`src/rtl/bkpt_pkg.sv`:
```
package bkpt_pkg;
    localparam int AW      = 32;
    localparam int SEL_W   = 3;
    localparam logic [AW-1:0] DEBUG_VEC = 32'h0000_0040;

    localparam int EN_EXEC_BIT = 24;
    localparam int EN_DATA_BIT = 25;
    localparam int ARM_RD_BIT  = 26;
    localparam int ARM_WR_BIT  = 27;
    localparam logic [AW-1:0] CTL_FIXED = 32'hE080_0000;

    typedef enum logic [SEL_W-1:0] {
        SEL_XADDR = 3'd0,
        SEL_XMASK = 3'd1,
        SEL_DADDR = 3'd2,
        SEL_DMASK = 3'd3,
        SEL_CTRL  = 3'd4
    } reg_sel_e;

    typedef struct packed {
        logic arm_wr;
        logic arm_rd;
        logic en_data;
        logic en_exec;
    } ctl_t;

    typedef struct packed {
        logic [AW-1:0] addr;
        logic [AW-1:0] mask;
    } cmp_cfg_t;

    function automatic logic masked_eq(input logic [AW-1:0] a,
                                       input logic [AW-1:0] m,
                                       input logic [AW-1:0] ref_a);
        return ((a & m) == ref_a);
    endfunction
endpackage

```
`src/rtl/bkpt_regs.sv`:
```
module bkpt_regs
    import bkpt_pkg::*;
(
    input  logic             clk,
    input  logic             rst,
    input  logic             wr_en,
    input  logic [SEL_W-1:0] sel,
    input  logic [AW-1:0]    wdata,
    output logic [AW-1:0]    rdata,
    output cmp_cfg_t         xcfg,
    output cmp_cfg_t         dcfg,
    output ctl_t             ctl
);
    localparam int NWORD = 4;
    logic [AW-1:0] word_q [NWORD];

    for (genvar i = 0; i < NWORD; i++) begin : g_word
        always_ff @(posedge clk) begin
            if (rst)
                word_q[i] <= '0;
            else if (wr_en && sel == SEL_W'(i))
                word_q[i] <= wdata;
        end
    end

    always_ff @(posedge clk) begin
        if (rst)
            ctl <= '0;
        else if (wr_en && sel == SEL_CTRL)
            ctl <= wdata[ARM_WR_BIT:EN_EXEC_BIT];
    end

    assign xcfg = '{addr: word_q[SEL_XADDR], mask: word_q[SEL_XMASK]};
    assign dcfg = '{addr: word_q[SEL_DADDR], mask: word_q[SEL_DMASK]};

    always_comb begin
        rdata = '0;
        case (sel)
            SEL_XADDR, SEL_XMASK, SEL_DADDR, SEL_DMASK: rdata = word_q[sel[1:0]];
            SEL_CTRL: begin
                rdata = CTL_FIXED;
                rdata[ARM_WR_BIT:EN_EXEC_BIT] = ctl;
            end
            default: rdata = '0;
        endcase
    end
endmodule

```
`src/rtl/bkpt_cmp.sv`:
```
module bkpt_cmp
    import bkpt_pkg::*;
(
    input  cmp_cfg_t      cfg,
    input  logic          enable,
    input  logic          strobe,
    input  logic [AW-1:0] addr,
    output logic          hit
);
    assign hit = enable && strobe && masked_eq(addr, cfg.mask, cfg.addr);
endmodule

```
`src/rtl/bkpt_unit.sv`:
```
module bkpt_unit
    import bkpt_pkg::*;
(
    input  logic             clk,
    input  logic             rst,
    input  logic             wr_en,
    input  logic [SEL_W-1:0] wr_sel,
    input  logic [AW-1:0]    wr_data,
    output logic [AW-1:0]    rd_data,
    input  logic [AW-1:0]    fetch_pc,
    input  logic             fetch_vld,
    input  logic [AW-1:0]    dmem_addr,
    input  logic             dmem_rd,
    input  logic             dmem_wr,
    output logic             brk_req,
    output logic [AW-1:0]    brk_vec
);
    cmp_cfg_t xcfg, dcfg;
    ctl_t     ctl;
    logic     exec_hit, data_hit, data_dir_ok;

    bkpt_regs u_regs (
        .clk(clk), .rst(rst), .wr_en(wr_en), .sel(wr_sel), .wdata(wr_data),
        .rdata(rd_data), .xcfg(xcfg), .dcfg(dcfg), .ctl(ctl)
    );

    bkpt_cmp u_xcmp (
        .cfg(xcfg), .enable(ctl.en_exec), .strobe(fetch_vld),
        .addr(fetch_pc), .hit(exec_hit)
    );

    assign data_dir_ok = (dmem_rd && ctl.arm_rd) || (dmem_wr && ctl.arm_wr);

    bkpt_cmp u_dcmp (
        .cfg(dcfg), .enable(ctl.en_data), .strobe(data_dir_ok),
        .addr(dmem_addr), .hit(data_hit)
    );

    always_ff @(posedge clk) begin
        if (rst) brk_req <= 1'b0;
        else     brk_req <= exec_hit || data_hit;
    end

    assign brk_vec = DEBUG_VEC;
endmodule

```
`config.mk`:
```
export PLATFORM = sky130hd
export DESIGN_NAME = bkpt_unit
export DESIGN_NICKNAME = d
export VERILOG_FILES = /design/src/rtl/bkpt_pkg.sv /design/src/rtl/bkpt_regs.sv /design/src/rtl/bkpt_cmp.sv /design/src/rtl/bkpt_unit.sv
export SDC_FILE = /design/constraint.sdc
export NUM_CORES = 1
export LEC_CHECK = 0
export CORE_ASPECT_RATIO = 1.1
export CORE_MARGIN = 2
export CORE_UTILIZATION = 38
export DETAILED_ROUTE_END_ITERATION = 8
export PLACE_DENSITY = 0.6
export SYNTH_ARGS = -nofsm -noshare
export SYNTH_HDL_FRONTEND = slang
export SYNTH_SLANG_ARGS = --single-unit
```
`constraint.sdc`:
```
create_clock -name clk -period 5.63 [get_ports clk]
set_input_delay 1.126 -clock clk [delete_from_list [all_inputs] [get_ports clk]]
set_output_delay 1.126 -clock clk [all_outputs]
set_load 0.03 [all_outputs]
```
==> results of run 1 <==
flip-flops by register name, summed over array words and instances (netlist names):
| name | flops |
|---|---|
| u_regs.word_q | 128 |
| brk_req | 1 |
| u_regs.ctl | 4 |
worst max-delay path, delay by kind of cell:
family	cells	cell delay [ns]
buffers and inverters	3	2.01
and+or+nand+nor	1	0.24
layer usage:
layer  global-route usage  part of all wire
met5                    0                 0
met4               0.0763             0.020
met3               0.0333             0.053
met2                0.370              0.51
met1                0.265              0.41
cell usage in the layout, fill, tap and decap left out, drive strengths merged, types with 2 or more instances in the layout:
cell type      netlist  routed
nor2b               24      24
nor2                 9       9
clkinv               0       7
mux2i                4       4
a21boi              12      12
nand2               18      18
o22a                12      12
dfxtp                5       5
edfxtp             128     128
nand3               20      20
nand4                8       8
clkbuf               6      23
inv                  5       5
a21oi               24      24
and3b               12      12
and2               128     128
o21ai               12      12
nand2b               3       3
and3                25      25
mux2                 4       4
clkdlybuf4s50        0     135
a22oi                5       5
xnor2                2       2
a21o                12      12
mux4                28      28
nor4                 4       4
xor2                14      14
buf                 53      15
conb                 2      32
a211oi              12      12
path summary, 6_finish.rpt:
path,endpoint,from,cells after the start
worst max-delay path,rd_data[19],wr_sel[2],4
worst min-delay path,u_regs.ctl[2]$_SDFFE_PP0P_,u_regs.ctl[2]$_SDFFE_PP0P_,2
worst max register to register,brk_req$_SDFF_PP0_,u_regs.word_q[2][19]$_SDFFCE_PN0P_,5
worst min register to register,u_regs.ctl[2]$_SDFFE_PP0P_,u_regs.ctl[2]$_SDFFE_PP0P_,2
per-stage QoR:
stage                      util  setup slack (ns)  instances  total power [W]
after global routing      0.495              1.05        996          0.00268
after global placement    0.469              1.12        965          0.00163
final                     0.495              1.11        996          0.00260
after CTS                 0.495              1.10        996          0.00261
after floorplan               -              2.01        627          0.00145
after detailed placement  0.469              1.10        965          0.00164
cell families after synthesis:
group,after synthesis,share of synthesized area
muxes,36,0.0965
other,2,0.00101
xor gates and xnor gates,16,0.0189
DFF,133,0.532
and+or+nand+nor,254,0.210
buffers and inverters,64,0.0583
AOI/OAI and AO/OA,92,0.0833
power groups by stage:
stage               Combinational [W]  Clock [W]  Sequential [W]
global placement             0.000419          0         0.00121
CTS                          0.000422   0.000991         0.00120
detailed placement           0.000420          0         0.00122
floorplan                    0.000247          0         0.00120
global route                 0.000444    0.00103         0.00121
finish                       0.000417   0.000985         0.00120
final cells by class:
class,instances,area [µm²],share of cell area
Clock buffer,23,448,0.0474
Clock inverter,8,60.1,0.00635
Inverter,5,18.8,0.00198
Multi-Input combinational cell,430,3170,0.335
Sequential cell,133,3940,0.417
Tap cell,247,309,0.0327
Timing Repair Buffer,150,1510,0.160
==> results.md, run 1 <==
* Vias at 5,251
* Seq/Total Area, Yosys at 0.532
* Seq pwr share at 0.461
* Vias in the first global route at 5,440
* Initial DRC count at 398
* Diodes inserted at 0
* Combinational share of power at 0.161
* Design Area, Final at 0.00946 mm²
* Crit start category: primary input
* Worst-path fanout max at 24
* Grt ovf at 0
* Final Slew Violations at 0
* Critical Path, Cell by Cell: clkdlybuf4s50_1, buf_4, nor2b_1, clkdlybuf4s50_1
* Net Sw Frac at 0.252
* Yosys Warn Count at 0
* Tot GR Track Use at 0.212
* Fillcell total at 1,720
* Reg clk slew, reported paths at 0.05 ns
* TritonCTS Sinks at 133
* Worst-Skew Late Latency at 0.41 ns
* Routed Antenna Nets at 0
* Core area at 0.0191 mm²
* Ys async rst share at 0
* Period utilization at 0.803
* Status: finished, final reports clean
* Distinct cell type count after synthesis at 39
* Synthesis-stage register bit count at 133
* Switch Pwr at 0.000655 W
* Pint at 0.00195 W
* Post-CTS Hold Buffers at 0
* Die ar. at 0.0207 mm²
* Gates resized, CTS repair at 0
* Inserted Clock Buffers at 17
* DRC violations left at 0
* Cell count after synthesis at 597
* EDFF count, synth at 128
* Critical path type: primary input to output port
* Critical path's slowest cell: clkdlybuf4s50_1
* Unrepaired setup endpoints after global routing: false
* Max-Cap Viols at 0
* Number of setup violations in the final report at 0
* Via density at 5.27
* PD cells at 275 mW/mm²
* Slew Limit Headroom at 0.375
* Hold Slack at 0.546 ns
* Avg Cell Area, Syn at 12.4 µm²
* Initial cell density of the core at 0.388
* Clk pwr share at 0.379
* Routed WL at 21.3 mm
* Root buffer cell: clkbuf_16
* Pin count of the biggest net entering global routing at 33
* # rows at 53
* First-pass GRT wire length at 31.4 mm
* TNS Setup at 0 ns
* HP Class: flip-flop to flip-flop
* Crit path DAT at 3.40 ns
* R2R Setup Slk at 3.65 ns
* Worst vdd ir at 0.205 mV
* Setup Skew at 0.00393 ns
* Layout cell share with drive strength beyond 1 at 0.100
* Die Wd at 137 µm
* H-tree Lvls at 4
* Max Clock Freq at 221 MHz
* Synth area leaders: edfxtp_1 (52%), and2_1 (11%), mux4_2 (8.5%), buf_4 (4.0%), and3_1 (2.1%)
* Synth Flop Type: edfxtp_1
* Drt pass-1 iters at 4
* Die H at 151 µm
* CP most frequent cell: clkdlybuf4s50_1
* Synth area leader: edfxtp_1
* Crit path time final at 4.52 ns
* Mapped cell area at 0.00742 mm²
* Critical Path RT at 4.50 ns
* Final Hold Fails at 0
* Area delta synth->final at 27.5%
* Boundary Pins at 170
* Number of port buffers at 137
* Initial antenna violation count at 0
* Post-synth top area share at 0.518
* RePlAce Congestion at 0.826
* Detailed placement HPWL at 15.2 mm
* Deepest clock path buffer count at 2
* Worst Max-Slew Pin Slew at 0.935 ns
* Fin nets at 842
* Synth top cells by count: and2_1 (128), edfxtp_1 (128), buf_4 (40)
* Leak at 3.55 nW
* Crit. End Element: output port
* Postcts setup bufs at 0
* DP Area at 0.00895 mm²
* CTS tree: done
* Routed WL per cell at 21.4 µm
* Crit path largest cell delay at 0.89 ns
(Power assumes the default switching activity.)
==> run 2: changes to the inputs <==
--- a/config.mk
+++ b/config.mk
@@ -9,7 +9,7 @@
 export CORE_MARGIN = 2
 export CORE_UTILIZATION = 38
 export DETAILED_ROUTE_END_ITERATION = 8
-export PLACE_DENSITY = 0.6
+export PLACE_DENSITY = 0.63
 export SYNTH_ARGS = -nofsm -noshare
 export SYNTH_HDL_FRONTEND = slang
 export SYNTH_SLANG_ARGS = --single-unit
==> constraint.sdc (replaced) <==
create_clock -name clk -period 3.8 [get_ports clk]
set_input_delay 0.76 -clock clk [delete_from_list [all_inputs] [get_ports clk]]
set_output_delay 0.76 -clock clk [all_outputs]
set_load 0.03 [all_outputs]
==> run 2 against run 1 <==
Critical path type unchanged. Sequential power rose by 48%. Combinational power grew 57%. Largest power group unchanged. Core utilization grew 1.2 points. Worst setup slack got worse by 0.44 ns. Count of clock-buffer cells in the layout fell by 6. Critical path depth is 2 higher. Clock skew increased by 0.00074 ns.
==> results.md, run 2 (same netlist as run 1, synthesis figures left out) <==
* Gates resized, CTS repair at 0 (unchanged)
* Clk pwr share at 0.404 (was 0.379)
* Final Hold Fails at 0 (unchanged)
* Routed WL at 21.4 mm (was 21.3 mm)
* Detailed placement HPWL at 15.6 mm (was 15.2 mm)
* Crit path time final at 3.14 ns
* TNS Setup at 0 ns (unchanged)
* Number of setup violations in the final report at 0 (unchanged)
* Design Area, Final at 0.00968 mm² (was 0.00946 mm²)
* HP Class: flip-flop to flip-flop (unchanged)
* Via density at 5.34 (was 5.27)
* Critical path type: primary input to output port (unchanged)
* Worst-Skew Late Latency at 0.42 ns (was 0.41 ns)
* Cell depth of the worst flop-to-flop path at 5 (unchanged)
* Critical Path RT at 3.04 ns (was 4.50 ns)
* Grt ovf at 0 (unchanged)
* Crit start category: primary input (unchanged)
* Worst R2R End: brk_req$_SDFF_PP0_ (unchanged)
* Worst Hold End: u_regs.ctl[3]$_SDFFE_PP0P_ (was u_regs.ctl[2]$_SDFFE_PP0P_)
* Combinational share of power at 0.161 (about the same)
* Drt pass-1 iters at 5 (was 4)
* Vias in the first global route at 5,477 (was 5,440)
* Fin nets at 848 (was 842)
* DP Area at 0.00909 mm² (was 0.00895 mm²)
* Boundary Pins at 170 (unchanged)
* Worst vdd ir at 0.306 mV (was 0.205 mV)
* Worst Max-Slew Pin Slew at 1.05 ns (was 0.935 ns)
* Initial cell density of the core at 0.388 (unchanged)
* Vias at 5,361 (was 5,251)
* Core area at 0.0191 mm² (unchanged)
* Worst hold path stage count at 2 (unchanged)
* Switch Pwr at 0.00103 W (was 0.000655 W)
* PD cells at 421 mW/mm² (was 275 mW/mm²)
* Reg clk slew, reported paths at 0.05 ns (about the same)
* Top Registers: u_regs.word_q (128), u_regs.ctl (4), brk_req (1) (unchanged)
* R2R Setup Slk at 2.07 ns (was 3.65 ns)
* Crit path DAT at 2.38 ns (was 3.40 ns)
* # rows at 53 (unchanged)
* First-pass GRT wire length at 31.7 mm (was 31.4 mm)
* Pin count of the biggest net entering global routing at 37 (was 33)
* Inserted Clock Buffers at 17 (unchanged)
* CTS tree: done (unchanged)
* Area delta synth->final at 30.5% (was 27.5%)
* Largest reg by FF count: u_regs.word_q (unchanged)
* Die H at 151 µm (unchanged)
* Commonest cells after routing, fill and taps aside: and2_1 (128), edfxtp_1 (128), clkdlybuf4s50_1 (103) (was clkdlybuf4s50_1 (135), and2_1 (128), edfxtp_1 (128))
* Hold path start: u_regs.ctl[3]$_SDFFE_PP0P_ (was u_regs.ctl[2]$_SDFFE_PP0P_)
* Number of port buffers at 137 (unchanged)
* Max reg flops at 128 (unchanged)
* Layout cell share with drive strength beyond 1 at 0.161 (was 0.100)
* Die ar. at 0.0207 mm² (unchanged)
* Initial DRC count at 430 (was 398)
* Crit. End Element: output port (unchanged)
* Max-Cap Viols at 0 (unchanged)
* Period utilization at 0.825
* Fillcell total at 1,694 (was 1,720)
* Routed WL per cell at 21.3 µm (was 21.4 µm)
* DRC violations left at 0 (unchanged)
* Slew Limit Headroom at 0.294 (was 0.375)
* Final Slew Violations at 0 (unchanged)
* Status: finished, final reports clean (unchanged)
* Max Clock Freq at 319 MHz
* RePlAce Congestion at 0.880 (was 0.826)
* Unrepaired setup endpoints after global routing: false (unchanged)
* Critical R2R Launch: u_regs.word_q[2][21]$_SDFFCE_PN0P_ (was u_regs.word_q[2][19]$_SDFFCE_PN0P_)
* Pint at 0.00305 W (was 0.00195 W)
* Postcts setup bufs at 0 (unchanged)
* Die Wd at 137 µm (unchanged)
* Net Sw Frac at 0.253 (was 0.252)
* TritonCTS Sinks at 133 (unchanged)
* H-tree Lvls at 4 (unchanged)
* Post-CTS Hold Buffers at 0 (unchanged)
* Deepest clock path buffer count at 2 (unchanged)
* Initial antenna violation count at 2 (was 0)
* Leak at 3.72 nW (was 3.55 nW)
* Root buffer cell: clkbuf_16 (unchanged)
* Seq pwr share at 0.435 (was 0.461)
* Tot GR Track Use at 0.214 (was 0.212)
* Routed Antenna Nets at 0 (unchanged)
* Worst-path fanout max at 17 (was 24)
* Setup Skew at 0.00467 ns (was 0.00393 ns)
run 2: worst max-delay path, stage by stage:
cell and delay [ns]:
buf_2 0.43, buf_4 0.32, mux2_2 0.36, a22oi_1 0.17, o21ai_0 0.15, buf_12 0.18
run 2: stage by stage:
step | cells | power (W) | util | worst slack, ns | hold slack (ns)
6_report | 1004 | 0.00408 | 0.507 | 0.664 | 0.538
5_1_grt | 1003 | 0.00420 | 0.507 | 0.473 | 0.566
3_3_place_gp | 971 | 0.00245 | 0.476 | 0.625 | 0.504
2_1_floorplan | 627 | 0.00214 | - | 0.711 | 0.482
4_1_cts | 1003 | 0.00409 | 0.507 | 0.630 | 0.533
3_5_place_dp | 971 | 0.00246 | 0.476 | 0.631 | 0.520
run 2: worst max path at each step:
| stage | startpoint | end | slack, ns | cells after the start |
|---|---|---|---|---|
| 2_1_floorplan | wr_sel[1] | u_regs.word_q[0][0]$_SDFFCE_PN0P_ | 0.71 | 4 |
| 3_5_place_dp | wr_sel[1] | rd_data[30] | 0.63 | 6 |
| 5_1_grt | wr_sel[1] | rd_data[30] | 0.47 | 6 |
| 3_3_place_gp | wr_sel[1] | rd_data[30] | 0.62 | 6 |
| 6_report | wr_sel[1] | rd_data[30] | 0.66 | 6 |
| 4_1_cts | wr_sel[1] | rd_data[30] | 0.63 | 6 |
run 2: power by group through the flow:
| stage | clock network (W) | registers [W] | logic, W |
|---|---|---|---|
| 3_5_place_dp | 0 | 0.00180 | 0.000658 |
| 5_1_grt | 0.00172 | 0.00178 | 0.000697 |
| 2_1_floorplan | 0 | 0.00178 | 0.000366 |
| 3_3_place_gp | 0 | 0.00179 | 0.000654 |
| 6_report | 0.00165 | 0.00177 | 0.000656 |
| 4_1_cts | 0.00166 | 0.00177 | 0.000661 |
run 2: layout make-up:
cell class                      instances  area, µm²  area share
Inverter                                5       18.8     0.00194
Timing Repair Buffer                  156       1660       0.172
Tap cell                              247        309      0.0319
Clock inverter                         15        164      0.0169
Multi-Input combinational cell        430       3160       0.326
Sequential cell                       133       3940       0.407
Clock buffer                           17        425      0.0439
Antenna cell                            1       2.50    0.000258
run 2: routing by layer:
metal,global-route usage,up-vias,share of wire
li1,-,2436,-
met1,0.257,2675,0.39
met2,0.366,212,0.51
met3,0.0438,38,0.058
met4,0.100,0,0.035
met5,0,-,0
